### config.mk
export PLATFORM = sky130hd
export DESIGN_NAME = bus_hold_arb
export DESIGN_NICKNAME = d
export VERILOG_FILES = /design/src/rtl/hold_pkg.sv /design/src/rtl/hold_sync.sv /design/src/rtl/hold_fsm.sv /design/src/rtl/hold_outputs.sv /design/src/rtl/bus_hold_arb.sv
export SDC_FILE = /design/constraint.sdc
export NUM_CORES = 1
export LEC_CHECK = 0
export ABC_AREA = 1
export BUFFER_PORTS_ARGS = -buffer_cell sky130_fd_sc_hd__buf_2
export CORE_AREA = 10 10 47 49
export DETAILED_ROUTE_END_ITERATION = 7
export DIE_AREA = 0 0 57 59
export SLEW_MARGIN = 20
export SYNTH_ARGS = -nofsm -noshare
export SYNTH_HDL_FRONTEND = slang
export SYNTH_SLANG_ARGS = --single-unit
### constraint.sdc
create_clock -name clk_i -period 0.8 [get_ports clk_i]
set_input_delay 0.2 -clock clk_i [delete_from_list [all_inputs] [get_ports clk_i]]
set_output_delay 0.2 -clock clk_i [all_outputs]
set_load 0.005 [all_outputs]
### src/rtl/hold_pkg.sv
package hold_pkg;
  typedef enum logic [1:0] {
    ST_OWN    = 2'd0,
    ST_DRAIN  = 2'd1,
    ST_GRANT  = 2'd2,
    ST_RETURN = 2'd3
  } hold_state_e;
endpackage

### src/rtl/hold_sync.sv
module hold_sync #(
  parameter int STAGES = 2
) (
  input  logic clk_i,
  input  logic rst_ni,
  input  logic d_i,
  output logic q_o
);
  logic [STAGES-1:0] chain_q;

  generate
    if (STAGES == 1) begin : g_one
      always_ff @(posedge clk_i or negedge rst_ni) begin
        if (!rst_ni) chain_q <= '0;
        else         chain_q <= d_i;
      end
    end else begin : g_many
      always_ff @(posedge clk_i or negedge rst_ni) begin
        if (!rst_ni) chain_q <= '0;
        else         chain_q <= {chain_q[STAGES-2:0], d_i};
      end
    end
  endgenerate

  assign q_o = chain_q[STAGES-1];
endmodule

### src/rtl/hold_fsm.sv
module hold_fsm
  import hold_pkg::*;
#(
  parameter int REARM_GAP = 1
) (
  input  logic        clk_i,
  input  logic        rst_ni,
  input  logic        hold_s_i,
  input  logic        cyc_busy_i,
  input  logic        cyc_end_i,
  output hold_state_e state_o
);
  localparam int CNT_W = (REARM_GAP > 1) ? $clog2(REARM_GAP) : 1;
  localparam logic [CNT_W-1:0] GAP_LAST = CNT_W'(REARM_GAP - 1);

  hold_state_e state_q, state_d;
  logic [CNT_W-1:0] gap_q, gap_d;
  logic bus_free;

  // bus is free if nothing runs or the running cycle ends now
  assign bus_free = !cyc_busy_i || cyc_end_i;

  always_comb begin
    state_d = state_q;
    gap_d   = gap_q;
    unique case (state_q)
      ST_OWN: begin
        if (hold_s_i) state_d = bus_free ? ST_GRANT : ST_DRAIN;
      end
      ST_DRAIN: begin
        if (!hold_s_i)     state_d = ST_OWN;
        else if (bus_free) state_d = ST_GRANT;
      end
      ST_GRANT: begin
        if (!hold_s_i) begin
          state_d = ST_RETURN;
          gap_d   = '0;
        end
      end
      ST_RETURN: begin
        if (gap_q == GAP_LAST) state_d = ST_OWN;
        else                   gap_d   = gap_q + 1'b1;
      end
      default: state_d = ST_OWN;
    endcase
  end

  always_ff @(posedge clk_i or negedge rst_ni) begin
    if (!rst_ni) begin
      state_q <= ST_OWN;
      gap_q   <= '0;
    end else begin
      state_q <= state_d;
      gap_q   <= gap_d;
    end
  end

  assign state_o = state_q;

  a_r4_grant_at_cycle_end: assert property (@(posedge clk_i) disable iff (!rst_ni)
    (state_q == ST_GRANT && $past(state_q) != ST_GRANT) |-> $past(!cyc_busy_i || cyc_end_i));
  a_r3_grant_needs_request: assert property (@(posedge clk_i) disable iff (!rst_ni)
    (state_q == ST_GRANT && $past(state_q) != ST_GRANT) |-> $past(hold_s_i));
  a_r7_release_after_drop: assert property (@(posedge clk_i) disable iff (!rst_ni)
    (state_q == ST_RETURN && $past(state_q) == ST_GRANT) |-> $past(!hold_s_i));
endmodule

### src/rtl/hold_outputs.sv
module hold_outputs
  import hold_pkg::*;
(
  input  hold_state_e state_i,
  input  logic        hold_s_i,
  output logic        hlda_o,
  output logic        float_o,
  output logic        ale_block_o,
  output logic        stall_o
);
  always_comb begin
    hlda_o      = (state_i == ST_GRANT);
    float_o     = (state_i == ST_GRANT) || (state_i == ST_RETURN);
    ale_block_o = float_o;
    stall_o     = hold_s_i || (state_i != ST_OWN);
  end
endmodule

### src/rtl/bus_hold_arb.sv
module bus_hold_arb
  import hold_pkg::*;
#(
  parameter int SYNC_STAGES = 2,
  parameter int REARM_GAP   = 1
) (
  input  logic clk_i,
  input  logic rst_ni,
  input  logic hold_i,
  input  logic cyc_busy_i,
  input  logic cyc_end_i,
  output logic hlda_o,
  output logic bus_float_o,
  output logic ale_block_o,
  output logic stall_o
);
  logic        hold_s;
  hold_state_e state;

  hold_sync #(.STAGES(SYNC_STAGES)) u_sync (
    .clk_i  (clk_i),
    .rst_ni (rst_ni),
    .d_i    (hold_i),
    .q_o    (hold_s)
  );

  hold_fsm #(.REARM_GAP(REARM_GAP)) u_fsm (
    .clk_i      (clk_i),
    .rst_ni     (rst_ni),
    .hold_s_i   (hold_s),
    .cyc_busy_i (cyc_busy_i),
    .cyc_end_i  (cyc_end_i),
    .state_o    (state)
  );

  hold_outputs u_out (
    .state_i     (state),
    .hold_s_i    (hold_s),
    .hlda_o      (hlda_o),
    .float_o     (bus_float_o),
    .ale_block_o (ale_block_o),
    .stall_o     (stall_o)
  );

  a_r5_float_during_grant: assert property (@(posedge clk_i) disable iff (!rst_ni)
    hlda_o |-> (bus_float_o && ale_block_o));
  a_r8_no_overlap_on_release: assert property (@(posedge clk_i) disable iff (!rst_ni)
    $fell(hlda_o) |-> bus_float_o);
  a_r6_stall_covers_float: assert property (@(posedge clk_i) disable iff (!rst_ni)
    bus_float_o |-> stall_o);
endmodule

======== Word-level counts from Yosys, hierarchy flattened ========
Index checks and enable logic that the tools add are counted.
cells by class
  add/sub/neg operators ................... 1
  eq/ne operators ......................... 7
  mux-type cells .......................... 10
  reduce and logical (&&, ||, !) cells .... 9
operator list
  cell                 number
  $mux 2               6
  $pmux 2 s4           1
  $ne 2x2->1 const B   3
  $eq 2x2->1 const B   2
  $reduce_and 4->1     1
  $reduce_bool 2->1    2
  $logic_or 1x1->1     3
  $ne 3x2->1 const B   1
  $eq 2x1->1 const B   1
  $logic_not 2->1      1
  $mux 1               2
  $pmux 1 s2           1
  $reduce_and 2->1     1
  $add 1x1->1 const B  1
  $logic_not 1->1      1
word-level totals
  output and inout bits ................... 4
  bits in registers ....................... 5

======== Logic depth before layout (Yosys ltp) ========
  word-level depth ........................ 5
  mapped depth ............................ 4
  mapped depth without buffers ............ 4

======== By module ========
From an unflattened synthesis, not the netlist that was laid out.
unflattened totals
  cell total of the unflattened synthesis .. 25
  area total of the unflattened synthesis .. 187.7 sq um
modules (own cells, without submodules)
  module        cells an instance  area an instance (sq um)  instances
  hold_fsm      16                 105.1                     1
  hold_sync     2                  50.0                      1
  hold_outputs  7                  32.5                      1

======== Least setup slack after synthesis ========
OpenSTA, ideal clock, no wires.
  kind .................................... register to output
  from .................................... register u_fsm.state_q[1], in the netlist u_fsm.state_o[1]
  to ...................................... output port bus_float_o
  arrival ................................. 0.633 ns
  cell stages (with the launch flop) ...... 3
  path slack .............................. -0.033 ns
  required time ........................... 0.600 ns
  cells stage by stage .................... dfrtp_1 > clkbuf_1 > buf_4
on the way
  longest elaborated chain between the ends .. 2
RTL lines
  item                    line                RTL
  from (decl)             hold_fsm.sv:16      hold_state_e state_q, state_d;
  from (signal assigned)  hold_fsm.sv:53      state_q <= state_d;
  $eq 2x2->1              hold_outputs.sv:13  float_o = (state_i == ST_GRANT) || (state_i == ST_RETURN);
  $logic_or 1x1->1 (*)    hold_outputs.sv:13
  to (decl)               bus_hold_arb.sv:13  output logic bus_float_o,
Every way passes the cells marked *; elsewhere a longest branch is shown, timed or not.

======== Worst setup path after layout ========
  from .................................... register u_fsm.state_q[1], in the netlist u_fsm.state_o[1]
  to ...................................... output port stall_o
on the way
  longest elaborated chain between the ends .. 2
RTL lines
  item               line                RTL
  $reduce_bool 2->1  hold_outputs.sv:15  stall_o = hold_s_i || (state_i != ST_OWN);
  $logic_or 1x1->1   hold_outputs.sv:15
  to (decl)          bus_hold_arb.sv:15  output logic stall_o
No other way between the ends.

==> reports/qor.csv <==
stage,metric,value,unit
status,outcome,"finished, violations left",
status,violations,setup timing,
die,core_area,0.00140,sq mm
grt,grt.total_usage,2.73,%
die,floorplan.rows,14,
route,drt_iter0_markers,0,
placement,gp_routability_congestion,0.705,
timing,post-route-period-util,138,%
synth,synth_largest_area_cell,sky130_fd_sc_hd__dfrtp_1,
critical_path,crit_path_start_kind,register,
timing,setup_repair_after_global_routing_missed_its_margin,true,
power,p_int,0.000603,W
timing,layout_min_cycle_time,1.11,ns
timing,finalClockSkew,0.00231,ns
synth,synth_xor_xnor_area_share,0,%
critical_path,timing.critical_path.to_type,primary output,
placement,hpwlAfterDp,308,um
timing,finalHoldViolations,0,
cells_and_area,drive_gt1_share,48.5,%
clock_tree,ctsLongestPathBuffers,2,
critical_path,cp_slowest_stage_delay,0.41,ns
route,routedWlPerCell,7.41,um
synth,netlist_top_cells_count,"sky130_fd_sc_hd__nand2_1, sky130_fd_sc_hd__dfrtp_1, sky130_fd_sc_hd__inv_1",
synth,synth_area_per_cell,7.91,sq um
synth,muxShareOfSynthArea,0,%
route,vias,161,
grt,grt_antenna_before_repair,0,
worst_hold_path,hp-class,in -> reg,
critical_path,worstPathBufferInverterCount,1,
synth,yosys.cell_count.top_type,sky130_fd_sc_hd__nand2_1,
die,die_w,57,um
route,remaining_drc_errors,0,
power,power.share.sequential,33.9,%
synth,post_synth_edffs,0,
die,fp.dieArea,0.00336,sq mm
route,first_pass_iters,1,
synth,synthesis.instances,22,
clock_tree,tritoncts_buffer_count,3,
synth,synth-async-reset-ratio,100,%
clock_tree,clock-root-buffer,sky130_fd_sc_hd__clkbuf_4,
timing,setup_viol,6,
power,p_total,0.000896,W
grt,grt_max_degree,6,
grt,grt_pass1_vias,165,
synth,leading_post_synthesis_cells_by_cell_area,"sky130_fd_sc_hd__dfrtp_1, sky130_fd_sc_hd__nand2_1, sky130_fd_sc_hd__inv_1, sky130_fd_sc_hd__nor2_1, sky130_fd_sc_hd__buf_4",
power,static-leakage-power,0.154,nW
timing,max_freq,903,MHz
synth,post_synthesis_adder_cell_area_fraction,0,%
synth,yosys.area.top_type_share,57.6,%
die,die-height,59,um
route,drt.antenna.violating_nets,0,
cells_and_area,nets,40,
cells_and_area,area_overhead_of_the_layout_relative_to_synthesis,57.6,%
critical_path,timing.critical_path.required,0.60,ns
synth,yosys.cell_types.count,8,
timing,relSlewSlack,90.1,%
grt,grt_pass1_wl,641,um
clock_tree,worstSkewPairLatency,0.23,ns
synth,yosys_register_bits,4,
power,clock_power_share,27.0,%
die,io_pins,9,
critical_path,cp_max_fo,5,
placement,count_of_buffers_inserted_at_the_top_level_ports,8,
run,drv_cap,0,
critical_path,worstPathArrival,0.91,ns
synth,synth_ff_type,sky130_fd_sc_hd__dfrtp_1,
synth,synthesized_netlist_net_count,27,
route,detail_route.vias_per_cell,3.29,
grt,global_route.overflow_total,0,
timing,final_critical_path_setup_slack,-0.307,ns
power,combPwrFrac,39.1,%
synth,post_synthesis_compound_gate_area_fraction,0,%
power,vdd_drop_max,1.07,mV
critical_path,setup.worst_path.class,reg -> out,
timing,worst_pin_slew,0.149,ns
route,routed_wirelength,363,um
critical_path,worst_path_max_delay_cell,sky130_fd_sc_hd__dfrtp_1,
critical_path,critical_path.cell_chain,"nor2_1, nand2_1, buf_2",
timing,drv_slew,0,
power,pwr_cell_area,3270,mW/mm^2
synth,syn-cell-area,174,sq um
clock_tree,clock_tree_from_tritoncts,done,
die,start_util,12.4,%
power,netSwitchingFraction,32.7,%
clock_tree,cts.reportedPaths.clkPinSlew,0.04,ns
synth,yosys.area_share.simple,25.2,%
synth,largest_family_of_logic_cells_by_synthesized_area,simple AND/OR/NAND/NOR gates,
cells_and_area,antenna-diode-count,0,
clock_tree,ctsHtreeMaxLevel,1,
synth,ys.warnings.count,0,
clock_tree,tritoncts_sink_count,4,
synth,synth.yosys.seq_area_share,57.6,%
cells_and_area,layout.core_utilization,19.6,%
critical_path,crit_family,flip-flops,
power,net-switching-power,0.000293,W
[registers in the layout, indices dropped and copies added (netlist names)]
register and count:
u_sync.chain_q 2, u_fsm.state_o 2
[power by group through the flow]
stage | clock network [W] | registers [W] | logic (W)
2_1_floorplan | 0 | 0.000290 | 0.000211
3_3_place_gp | 0 | 0.000298 | 0.000250
3_5_place_dp | 0 | 0.000301 | 0.000257
4_1_cts | 0.000259 | 0.000305 | 0.000324
5_1_grt | 0.000279 | 0.000312 | 0.000398
6_report | 0.000242 | 0.000304 | 0.000350
[metal layers]
layer  track usage, %  vias to the layer above  wire length (um)
met4             1.01                        0                 0
met2             2.95                       11               149
li1                 -                       82                 -
met1             2.27                       68               124
met3             4.72                        0                89
met5                0                        -                 0
[final cells by class]
type,instances,area [sq um]
sequential,4,100
inverter,5,18.8
multi-input combinational,11,51.3
fill,169,1130
tap,16,20.0
clock buffer,3,22.5
timing repair buffer,10,61.3
[per-stage QoR]
stage	setup slack (ns)	hold WS [ns]	std cells	cell area, sq um	TNS [ns]
final	-0.307	0.0767	49	274	-1.02
after global routing	-0.371	0.0716	49	274	-1.33
after CTS	-0.316	0.0671	49	268	-1.15
after detailed placement	-0.0953	0.00740	44	223	-0.170
after global placement	-0.0728	0.00720	44	223	-0.141
after floorplan	-0.0220	-0.0956	22	179	-0.0220
[timing repair]
item	4_1_cts	5_1_grt
pin swaps	3	3
buffers inserted	1	0
gates resized for setup	1	3
hold buffers	1	0
hold endpoints to repair	4	0
endpoints found under the setup margin	4	6
[placed cells by master, fill, tap and decap left out]
cell                            synthesis  routed
sky130_fd_sc_hd__clkbuf_4               0       3
sky130_fd_sc_hd__nor2_4                 0       1
sky130_fd_sc_hd__dfrtp_1                4       4
sky130_fd_sc_hd__nand2_2                0       1
sky130_fd_sc_hd__nand2_1                7       6
sky130_fd_sc_hd__inv_1                  4       3
sky130_fd_sc_hd__dlygate4sd3_1          0       1
sky130_fd_sc_hd__buf_6                  0       1
sky130_fd_sc_hd__nor2_1                 3       3
sky130_fd_sc_hd__inv_2                  1       2
sky130_fd_sc_hd__buf_2                  0       8
[logic make-up after synthesis]
group / after synthesis
buf+inv: 7
simple gates: 11
flops: 4
[path summary, 6_finish.rpt]
kind                                                    from                            to  slack [ns]  depth (start not counted)
worst max-delay path            u_fsm.state_o[1]$_DFFE_PN0P_                       stall_o       -0.31                          3
worst min-delay path                                  hold_i   u_sync.chain_q[0]$_DFF_PN0_        0.08                          1
worst max register to register  u_fsm.state_o[1]$_DFFE_PN0P_  u_fsm.state_o[0]$_DFFE_PN0P_       -0.04                          5
worst min register to register   u_sync.chain_q[0]$_DFF_PN0_   u_sync.chain_q[1]$_DFF_PN0_        0.34                          0
max in group asynchronous                             rst_ni   u_sync.chain_q[1]$_DFF_PN0_        0.37                          2
min in group asynchronous                             rst_ni  u_fsm.state_o[0]$_DFFE_PN0P_        0.31                          2
Note: power is estimated with default switching activity, not from simulation.
